**config.mk**
```make
export PLATFORM = sky130hd
export DESIGN_NAME = hash_pad_detect
export DESIGN_NICKNAME = d
export VERILOG_FILES = /design/src/rtl/hpd_pkg.sv /design/src/rtl/hpd_accum.sv /design/src/rtl/hpd_fetch.sv /design/src/rtl/hpd_judge.sv /design/src/rtl/hash_pad_detect.sv
export SDC_FILE = /design/constraint.sdc
export NUM_CORES = 1
export LEC_CHECK = 0
export ABC_AREA = 1
export BUFFER_PORTS_ARGS = -buffer_cell sky130_fd_sc_hd__buf_2
export CELL_PAD_IN_SITES_DETAIL_PLACEMENT = 1
export CELL_PAD_IN_SITES_GLOBAL_PLACEMENT = 1
export CORE_MARGIN = 8
export CORE_UTILIZATION = 45
export CTS_CLUSTER_DIAMETER = 40
export CTS_CLUSTER_SIZE = 20
export DETAILED_ROUTE_END_ITERATION = 7
export GPL_ROUTABILITY_DRIVEN = 0
export GPL_TIMING_DRIVEN = 0
export PLACE_DENSITY = 0.84
export SLEW_MARGIN = 20
export SYNTH_ARGS = -nofsm -noshare
export SYNTH_HDL_FRONTEND = slang
export SYNTH_SLANG_ARGS = --single-unit
```
**constraint.sdc**
```tcl
create_clock -name clk -period 5.34 [get_ports clk]
set_clock_uncertainty 0.05 [all_clocks]
set_input_delay 1.335 -clock clk [delete_from_list [all_inputs] [get_ports clk]]
set_output_delay 1.335 -clock clk [all_outputs]
set_load 0.005 [all_outputs]
```
**src/rtl/hpd_pkg.sv**
```systemverilog
package hpd_pkg;
   localparam int FIELD_BYTES = 8;
   localparam logic [7:0] PAD_MARKER = 8'h80;

   typedef enum logic [2:0] {
      ST_IDLE,
      ST_FETCH,
      ST_DRAIN,
      ST_EVAL,
      ST_MARK
   } hpd_state_t;
endpackage

```
**src/rtl/hpd_accum.sv**
```systemverilog
module hpd_accum #(
   parameter int LEN_W = 16,
   parameter int TOT_W = 32
) (
   input  logic             clk,
   input  logic             rst_n,
   input  logic             add_en,
   input  logic [LEN_W-1:0] add_len,
   input  logic             clr,
   output logic [TOT_W-1:0] total
);
   always_ff @(posedge clk or negedge rst_n) begin
      if (!rst_n)      total <= '0;
      else if (clr)    total <= '0;
      else if (add_en) total <= total + TOT_W'(add_len);
   end

   a_r1_accumulate: assert property (@(posedge clk) disable iff (!rst_n)
      add_en && !clr |=> total == $past(total) + TOT_W'($past(add_len)));

   a_r5_cleared: assert property (@(posedge clk) disable iff (!rst_n)
      clr |=> total == '0);
endmodule

```
**src/rtl/hpd_fetch.sv**
```systemverilog
module hpd_fetch #(
   parameter int NBYTES = 8
) (
   input  logic                  clk,
   input  logic                  rst_n,
   input  logic                  start,
   input  logic                  cap,
   input  logic [7:0]            rd_data,
   output logic [NBYTES*8-1:0]   field
);
   localparam int FW = NBYTES * 8;

   always_ff @(posedge clk or negedge rst_n) begin
      if (!rst_n)     field <= '0;
      else if (start) field <= '0;
      else if (cap)   field <= {field[FW-9:0], rd_data};
   end

   a_r2_msb_first: assert property (@(posedge clk) disable iff (!rst_n)
      cap && !start |=> field[7:0] == $past(rd_data) &&
                        field[FW-1:8] == $past(field[FW-9:0]));
endmodule

```
**src/rtl/hpd_judge.sv**
```systemverilog
module hpd_judge #(
   parameter int LEN_W = 16,
   parameter int TOT_W = 32
) (
   input  logic [TOT_W-1:0] total,
   input  logic [LEN_W-1:0] len,
   input  logic [63:0]      field,
   output logic             cand_ok,
   output logic [LEN_W-1:0] pad_off
);
   logic             ovf;
   logic [TOT_W-1:0] msg_len;
   logic [TOT_W-1:0] pad_sz;

   assign msg_len = field[TOT_W+2:3];

   if (TOT_W + 3 < 64) begin : g_ovf
      assign ovf = |field[63:TOT_W+3];
   end else begin : g_noovf
      assign ovf = 1'b0;
   end

   always_comb begin
      pad_sz  = total - msg_len;
      cand_ok = !ovf && (msg_len <= total) && (pad_sz != '0) &&
                (pad_sz <= TOT_W'(len));
      pad_off = len - pad_sz[LEN_W-1:0];
   end
endmodule

```
**src/rtl/hash_pad_detect.sv**
```systemverilog
module hash_pad_detect
   import hpd_pkg::*;
#(
   parameter int LEN_W = 16,
   parameter int TOT_W = 32
) (
   input  logic             clk,
   input  logic             rst_n,
   input  logic             req_valid,
   output logic             req_ready,
   input  logic [LEN_W-1:0] req_len,
   input  logic             req_acc,
   output logic             rd_en,
   output logic [LEN_W-1:0] rd_addr,
   input  logic [7:0]       rd_data,
   output logic             done,
   output logic             res_final,
   output logic [LEN_W-1:0] payload_len,
   output logic             total_clr
);
   localparam int CW = $clog2(FIELD_BYTES);
   localparam logic [CW-1:0] CNT_LAST = CW'(FIELD_BYTES - 1);

   if (LEN_W < 4 || LEN_W > TOT_W || TOT_W > 61) begin : g_bad_cfg
      $error("hash_pad_detect: need 4 <= LEN_W <= TOT_W <= 61");
   end

   hpd_state_t       st;
   logic [LEN_W-1:0] len_q;
   logic [CW-1:0]    cnt;
   logic             len_pend;
   logic [63:0]      field;
   logic [TOT_W-1:0] total;
   logic             cand_ok;
   logic [LEN_W-1:0] pad_off;
   logic             accept;
   logic             hit;
   logic             acc_clr;

   assign req_ready = (st == ST_IDLE);
   assign accept    = req_valid && req_ready;
   assign hit       = (st == ST_MARK) && (rd_data == PAD_MARKER);
   assign acc_clr   = (accept && !req_acc) || hit;

   always_comb begin
      rd_en   = 1'b0;
      rd_addr = pad_off;
      if (st == ST_FETCH) begin
         rd_en   = 1'b1;
         rd_addr = len_q - LEN_W'(FIELD_BYTES) + LEN_W'(cnt);
      end else if (st == ST_EVAL && cand_ok) begin
         rd_en   = 1'b1;
      end
   end

   hpd_accum #(.LEN_W(LEN_W), .TOT_W(TOT_W)) u_accum (
      .clk     (clk),
      .rst_n   (rst_n),
      .add_en  (accept && req_acc),
      .add_len (req_len),
      .clr     (acc_clr),
      .total   (total)
   );

   hpd_fetch #(.NBYTES(FIELD_BYTES)) u_fetch (
      .clk     (clk),
      .rst_n   (rst_n),
      .start   (accept),
      .cap     (len_pend),
      .rd_data (rd_data),
      .field   (field)
   );

   hpd_judge #(.LEN_W(LEN_W), .TOT_W(TOT_W)) u_judge (
      .total   (total),
      .len     (len_q),
      .field   (field),
      .cand_ok (cand_ok),
      .pad_off (pad_off)
   );

   always_ff @(posedge clk or negedge rst_n) begin
      if (!rst_n) begin
         st          <= ST_IDLE;
         len_q       <= '0;
         cnt         <= '0;
         len_pend    <= 1'b0;
         done        <= 1'b0;
         res_final   <= 1'b0;
         payload_len <= '0;
         total_clr   <= 1'b0;
      end else begin
         done      <= 1'b0;
         res_final <= 1'b0;
         total_clr <= 1'b0;
         len_pend  <= (st == ST_FETCH);
         unique case (st)
            ST_IDLE: if (accept) begin
               len_q <= req_len;
               cnt   <= '0;
               if (!req_acc || req_len < LEN_W'(FIELD_BYTES)) begin
                  done        <= 1'b1;
                  payload_len <= req_len;
                  total_clr   <= !req_acc;
               end else begin
                  st <= ST_FETCH;
               end
            end
            ST_FETCH: begin
               cnt <= cnt + 1'b1;
               if (cnt == CNT_LAST) st <= ST_DRAIN;
            end
            ST_DRAIN: st <= ST_EVAL;
            ST_EVAL: begin
               if (cand_ok) begin
                  st <= ST_MARK;
               end else begin
                  st          <= ST_IDLE;
                  done        <= 1'b1;
                  payload_len <= len_q;
               end
            end
            ST_MARK: begin
               st          <= ST_IDLE;
               done        <= 1'b1;
               res_final   <= hit;
               total_clr   <= hit;
               payload_len <= hit ? pad_off : len_q;
            end
            default: st <= ST_IDLE;
         endcase
      end
   end

   a_r10_busy_no_ready: assert property (@(posedge clk) disable iff (!rst_n)
      rd_en |-> !req_ready);

   a_r5_final_result: assert property (@(posedge clk) disable iff (!rst_n)
      done && res_final |-> total_clr && (payload_len < len_q));

   a_r6_nonfinal_payload: assert property (@(posedge clk) disable iff (!rst_n)
      done && !res_final |-> payload_len == len_q);

   a_r7_short_request: assert property (@(posedge clk) disable iff (!rst_n)
      accept && req_acc && (req_len < LEN_W'(FIELD_BYTES)) |=>
         done && !res_final && !total_clr);

   a_r8_standalone: assert property (@(posedge clk) disable iff (!rst_n)
      accept && !req_acc |=> done && total_clr && !res_final && !rd_en);
endmodule

```
==> results of run 1 <==
metrics by stage:
step / worst slack (ns) / instances
finish: 0.0622 / 2221
detailed placement: -0.410 / 2169
global route: -0.0915 / 2221
global placement: -0.363 / 2168
CTS: 0.000569 / 2212
floorplan: 0.700 / 1774
critical path: cells and delay by family, from the launching register on:
| family | cells | cell delay, ns |
|---|---|---|
| simple gates | 9 | 1.04 |
| fa+ha+maj | 2 | 0.65 |
| compound gates | 3 | 0.65 |
| buf+inv | 5 | 0.48 |
| flops | 1 | 0.37 |
| xor+xnor | 1 | 0.26 |
final cells by class:
cell class | instances | area share
Sequential cell | 138 | 0.254
Buffer | 38 | 0.0129
Tap cell | 330 | 0.0303
Multi-Input combinational cell | 1230 | 0.518
Clock buffer | 18 | 0.0315
Inverter | 367 | 0.102
Timing Repair Buffer | 86 | 0.0379
Clock inverter | 14 | 0.0138
how the worst max path moves through the flow:
| stage | from | to | slack (ns) | cells after the start |
|---|---|---|---|---|
| after floorplan | u_accum.total[0] | rd_en | 0.70 | 26 |
| after global placement | u_fetch.field[12] | rd_en | -0.36 | 21 |
| after detailed placement | u_fetch.field[3] | rd_en | -0.41 | 27 |
| after CTS | u_fetch.field[5] | rd_en | 0.0006 | 28 |
| after global routing | u_fetch.field[15] | rd_en | -0.09 | 25 |
| final | u_fetch.field[5] | rd_addr[12] | 0.06 | 20 |
kinds of logic (layout without fill, tap and decap cells):
logic type,count (synthesis),in the layout,share of synthesized area
flops,138,138,0.299
xor+xnor,32,32,0.0249
mux,1,1,0.000866
compound gates,260,260,0.132
simple gates,849,849,0.311
fa+ha+maj,88,88,0.0979
buf+inv,406,523,0.135
sequential cells by signal, summed over array words and instances, names as in the netlist:
signal / flops
cnt: 3
len_q: 16
payload_len: 16
u_accum.total: 32
res_final: 1
done: 1
len_pend: 1
st: 3
total_clr: 1
u_fetch.field: 64
metal layers:
| layer | vias up | routed length (um) | global-route usage |
|---|---|---|---|
| met5 | - | 0 | 0 |
| met1 | 5966 | 17400 | 0.309 |
| met4 | 0 | 2580 | 0.147 |
| met2 | 415 | 21400 | 0.476 |
| li1 | 5823 | - | - |
| met3 | 151 | 2210 | 0.0423 |
cells in the final DEF, fill, tap and decap left out, types with 9 or more instances in the layout:
cell type and count:
o21ai_0 64, nor3_1 16, nand2_2 37, ha_4 19, nand3b_1 10, clkbuf_1 30, buf_2 70, nand4_1 22
dfrtp_1 138, a21oi_1 71, ha_1 64, nor4_1 11, nand2_1 440, nor2_2 9, xor2_1 21, clkbuf_16 17
buf_4 21, nor2_1 191, nand3_1 76, o221ai_1 11, inv_2 14, inv_1 347, a31oi_1 72
Yosys cell counts (2+ instances only):
| cell type | number | share of area |
|---|---|---|
| ha_1 | 84 | 0.091 |
| o211ai_1 | 3 | 0.0019 |
| dfrtp_1 | 138 | 0.30 |
| or2_2 | 4 | 0.0022 |
| nand2_2 | 17 | 0.0092 |
| a21o_1 | 7 | 0.0045 |
| and3_1 | 2 | 0.0011 |
| nor3_1 | 19 | 0.0082 |
| a31oi_1 | 72 | 0.039 |
| buf_2 | 8 | 0.0035 |
| nor2_2 | 7 | 0.0038 |
| nand2_1 | 467 | 0.15 |
| xnor2_1 | 7 | 0.0053 |
| nand4_1 | 22 | 0.012 |
| a22oi_1 | 5 | 0.0032 |
| xor2_1 | 24 | 0.018 |
| inv_1 | 354 | 0.12 |
| nand3_2 | 3 | 0.0026 |
| o31ai_1 | 4 | 0.0026 |
| inv_2 | 9 | 0.0029 |
| o21bai_1 | 7 | 0.0045 |
| nor3_2 | 2 | 0.0017 |
| clkinv_1 | 4 | 0.0013 |
| nand3b_1 | 10 | 0.0065 |
| nor4_1 | 11 | 0.0060 |
| nand3_1 | 84 | 0.036 |
| o22ai_1 | 2 | 0.0011 |
| nor2_1 | 194 | 0.063 |
| and2_1 | 3 | 0.0016 |
| fa_1 | 4 | 0.0069 |
| a21oi_1 | 74 | 0.032 |
| clkbuf_1 | 29 | 0.0094 |
| o21ai_0 | 67 | 0.029 |
| o221ai_1 | 11 | 0.0083 |
what timing repair did:
| item | in CTS | in global routing |
|---|---|---|
| hold endpoints to repair | 0 | 0 |
| setup buffers | 12 | 9 |
| gates resized for setup | 47 | 60 |
| setup endpoints to repair | 5 | 8 |
| pin swaps | 10 | 20 |
==> results.py, run 1 <==
metrics = {
    "outcome": {
        "run_status": "complete, no violations",
    },
    "sta": {
        "slew_violations": 0,
        "clock.fmax_mhz": 189,
        "finalSetupViolations": 0,
        "final.setup.tns_ns": 0,
        "max-slew-margin-rel": 0.496,
        "finalHoldViolCount": 0,
        "min_period_ns": 5.28,
        "rsz0062_at_grt": "yes",
        "tightestPinTransition_ns": 0.748,
        "final.period_utilization": 0.988,
        "hold_ws_ns": 0.419,
    },
    "critical_path": {
        "crit_path_cell_trace": "inv_1 > ha_1 > buf_6 > nand2_1 > nor2_1 > nand2_1 > nand3_4 > xor2_2 > inv_1 > ha_1 > nand2_1 > inv_1 > nand2_1 > o211ai_1 > a21oi_1 > o21bai_1 > or2_2 > nand3_1 > nand2_1 > buf_2",
        "crit_required_ns": 3.95,
        "end_kind": "primary output",
        "r2r-start": "u_fetch.field[3]",
        "cp_max_fo": 7,
        "start_kind": "flip-flop",
        "r2r_slack_ns": 1.34,
        "rr_worst_depth": 28,
        "worstPathArrival_ns": 3.89,
        "critPathKind": "flip-flop to primary output",
        "cp_slowest_stage_delay_ns": 0.37,
        "r2r-end": "payload_len[6]",
        "slowest_stage": "dfrtp_1",
        "worst_path_most_repeated_cell": "nand2_1",
    },
    "placement": {
        "io_buffers": 64,
        "dp_hpwl_mm": 33.1,
        "placed_cell_area_um2": 12300,
    },
    "worst_hold_path": {
        "holdPathStages": 2,
        "worst_hold_path_type": "flip-flop to flip-flop",
        "min-delay-start": "payload_len[2]",
        "worstHoldEndpoint": "payload_len[2]",
    },
    "cts": {
        "clock_path_buffers": 2,
        "clk_pin_slew_ns": 0.07,
        "cts_max_level": 4,
        "clk_latency_ns": 0.44,
        "cts_tree": "yes",
        "cts_buffers": 17,
        "root_buffer": "clkbuf_16",
        "cts_sinks": 138,
        "hold_buffers": 0,
    },
    "yosys": {
        "synth_area_um2": 11600,
        "synthFlopType": "dfrtp_1",
        "synth.net_count": 1890,
        "synth_edf_count": 0,
        "ys_seq_area_frac": 0.299,
        "synthCells": 1774,
        "syn_area_per_cell_um2": 6.51,
        "synth-seq-cells": 138,
        "synthArstFlopShare": 1.00,
        "synth.distinct_cells": 50,
        "synth_warnings": 0,
    },
    "global_route": {
        "grt_pass1_vias": 12800,
        "grt_overflow": 0,
        "grt_pass1_wl_mm": 66.8,
        "grt_max_degree": 76,
        "grtUsageTotal": 0.270,
        "antenna_found_initial": 0,
    },
    "detailed_routing": {
        "dr.pass1.iters": 5,
        "vias": 12400,
        "drc": 0,
        "wl_per_cell_um": 19.6,
        "ant_nets": 0,
        "vias_per_cell": 5.56,
        "drtIter0Drc": 825,
        "wl_mm": 43.6,
    },
    "cells_and_area": {
        "final_util": 0.540,
        "design_area_um2": 13600,
        "nFillCells": 3377,
        "antennaDiodeCount": 0,
        "seq_area_um2": 3450,
        "multi_input_area_um2": 7050,
        "syn2layout_area_growth_pct": 17.8,
        "fin_nets": 1994,
        "drive_gt1_frac": 0.132,
    },
    "floorplan": {
        "ios": 65,
        "dieHeight_um": 176,
        "core-area_um2": 25200,
        "start_util": 0.459,
        "dieArea_um2": 31100,
        "dieWidth_um": 176,
        "rows": 58,
    },
    "run": {
        "maxCapViolations": 0,
    },
}
Power of run 1 is not shown: default switching activity piles up to over one toggle a cycle in this logic, so the estimate is an artifact.
==> inputs of run 2 (changes only) <==
CORE_MARGIN = 2   (was 8)
GPL_TIMING_DRIVEN = unset   (was 0)
PLACE_DENSITY = unset   (was 0.84)
PLACE_DENSITY_LB_ADDON = 0.08   (was unset)
==> run 2 against run 1 <==
Effect of this change:
- the run now ends with negative setup slack left
- hold slack improved by 0.0016 ns
- register-to-register slack lost 0.17 ns
- global-route usage increased by 5.2 points
- worst setup slack got worse by 0.15 ns
- sequential cell count unchanged
- final cell count decreased by 1.7%
- first-iteration DRC count shrank 2.5%
- utilization shrank 1.2 points
- cell area down 2.2%
- sequential share of layout area grew 0.59 points
- wire length down 0.91%
- die area is 13% lower
- critical path type unchanged
- largest cell class unchanged
==> results.py, run 2 (synthesis gave the netlist of run 1 again) <==
metrics = {
    "worst_hold_path": {
        "worst_hold_path_type": "flip-flop to flip-flop",
        "holdPathStages": 2,
        "worstHoldEndpoint": "payload_len[15]",
        "min-delay-start": "payload_len[15]",
    },
    "cells_and_area": {
        "layout_commonest_cell": "nand2_1",
        "final_cell_count_no_fill": 2183,
        "drive_gt1_frac": 0.127,
        "antennaDiodeCount": 0,
        "regMostFlops": "u_fetch.field",
        "syn2layout_area_growth_pct": 15.2,
        "design_area_um2": 13300,
        "layout_common_cells": "447 x nand2_1, 347 x inv_1, 191 x nor2_1",
        "fin_nets": 1956,
        "final_util": 0.529,
        "largest_reg_flops": 64,
        "largestRegisters": "u_fetch.field x64, u_accum.total x32",
    },
    "cts": {
        "cts_max_level": 4,
        "root_buffer": "clkbuf_16",
        "cts_sinks": 138,
        "clk_pin_slew_ns": 0.07,
        "cts_buffers": 17,
        "clock_path_buffers": 2,
        "clk_latency_ns": 0.45,
        "cts_tree": "yes",
    },
    "global_route": {
        "grt_pass1_vias": 12500,
        "grtUsageTotal": 0.322,
        "grt_max_degree": 95,
        "grt_overflow": 0,
        "grt_pass1_wl_mm": 67.2,
        "antenna_found_initial": 0,
    },
    "outcome": {
        "run_status": "finished, violations left",
        "violations": "negative setup slack",
    },
    "floorplan": {
        "dieHeight_um": 164,
        "dieWidth_um": 164,
        "rows": 58,
        "ios": 65,
        "dieArea_um2": 27000,
        "start_util": 0.459,
        "core-area_um2": 25200,
    },
    "critical_path": {
        "r2r-start": "u_fetch.field[17]",
        "r2r_slack_ns": 1.17,
        "r2r-end": "payload_len[4]",
        "rr_worst_depth": 26,
        "cp_num_cells": 24,
        "crit_family": "simple AND/OR/NAND/NOR gates",
        "crit_buf_inv": 5,
        "worstPathArrival_ns": 4.04,
        "worst_path_most_repeated_cell": "nand2_1",
        "slowest_stage": "dfrtp_1",
        "cp_slowest_stage_delay_ns": 0.39,
        "critPathKind": "flip-flop to primary output",
        "start_kind": "flip-flop",
        "crit_required_ns": 3.95,
        "crit_path_cell_trace": "inv_1 > ha_4 > nand2_1 > inv_1 > nand2_1 > inv_1 > nand2_1 > nand2_1 > inv_1 > nand2_2 > xor2_2 > ha_1 > a21oi_1 > o21ai_0 > nor2_1 > nand2_1 > nand2_1 > nand3_2 > nor2_1 > nand2_1 > nor2_4 > nand3_4 > nand2_2 > buf_6",
        "cp_max_fo": 5,
        "end_kind": "primary output",
    },
    "detailed_routing": {
        "vias_per_cell": 5.53,
        "ant_nets": 0,
        "drtIter0Drc": 804,
        "wl_per_cell_um": 19.8,
        "vias": 12100,
        "wl_mm": 43.2,
        "dr.pass1.iters": 5,
        "drc": 0,
    },
    "placement": {
        "placed_cell_area_um2": 12200,
        "io_buffers": 64,
        "dp_hpwl_mm": 32.4,
        "dp_cells": 2140,
        "dp_slack_ns": 0.248,
    },
    "sta": {
        "finalSetupViolations": 1,
        "clock.fmax_mhz": 184,
        "final.period_utilization": 1.02,
        "finalWorstSetupSlack_ns": -0.0846,
        "min_period_ns": 5.42,
        "tightestPinTransition_ns": 1.05,
        "slew_violations": 0,
        "max-slew-margin-rel": 0.300,
        "finalHoldViolCount": 0,
    },
    "run": {
        "maxCapViolations": 0,
    },
}
## run 2: final cells by class
type,instances,area (um2)
Fill cell,3407,11900
Multi-Input combinational cell,1230,6950
Sequential cell,138,3460
Inverter,367,1380
Timing Repair Buffer,86,498
Clock buffer,17,425
Tap cell,330,413
Clock inverter,15,194
## run 2: layer usage
metal / vias to the layer above / share of wire / GRT usage
met2: 341 / 0.48 / 0.564
met5: - / 0 / 0
met3: 125 / 0.041 / 0.0444
li1: 5736 / - / -
met4: 0 / 0.051 / 0.152
met1: 5865 / 0.42 / 0.388
## run 2: metrics by stage
stage	setup TNS, ns	hold slack, ns
2_1_floorplan	0	0.404
6_report	-0.0846	0.421
3_3_place_gp	0	0.399
5_1_grt	-0.390	0.441
4_1_cts	-0.0247	0.421
3_5_place_dp	0	0.404
## run 2: worst min-delay path: cells and delay by family (launching register included)
kind | cells | cell delay, ns
simple gates | 2 | 0.10
flops | 1 | 0.34
## run 2: worst max-delay path by stage
| stage | slack (ns) | startpoint | end |
|---|---|---|---|
| floorplan | 0.70 | u_accum.total[0] | rd_en |
| global placement | 0.41 | u_fetch.field[11] | rd_en |
| detailed placement | 0.25 | u_fetch.field[5] | rd_en |
| CTS | -0.02 | u_fetch.field[3] | rd_en |
| global route | -0.32 | u_fetch.field[16] | rd_en |
| finish | -0.08 | u_fetch.field[17] | rd_en |
## run 2: timing repair
item	CTS	global route
pin swaps	1	18
hold endpoints to repair	0	0
setup buffers	0	11
setup endpoints to repair	5	8
hold buffers	0	0
gates resized for setup	16	69
Power of run 2 is left out for the same reason.
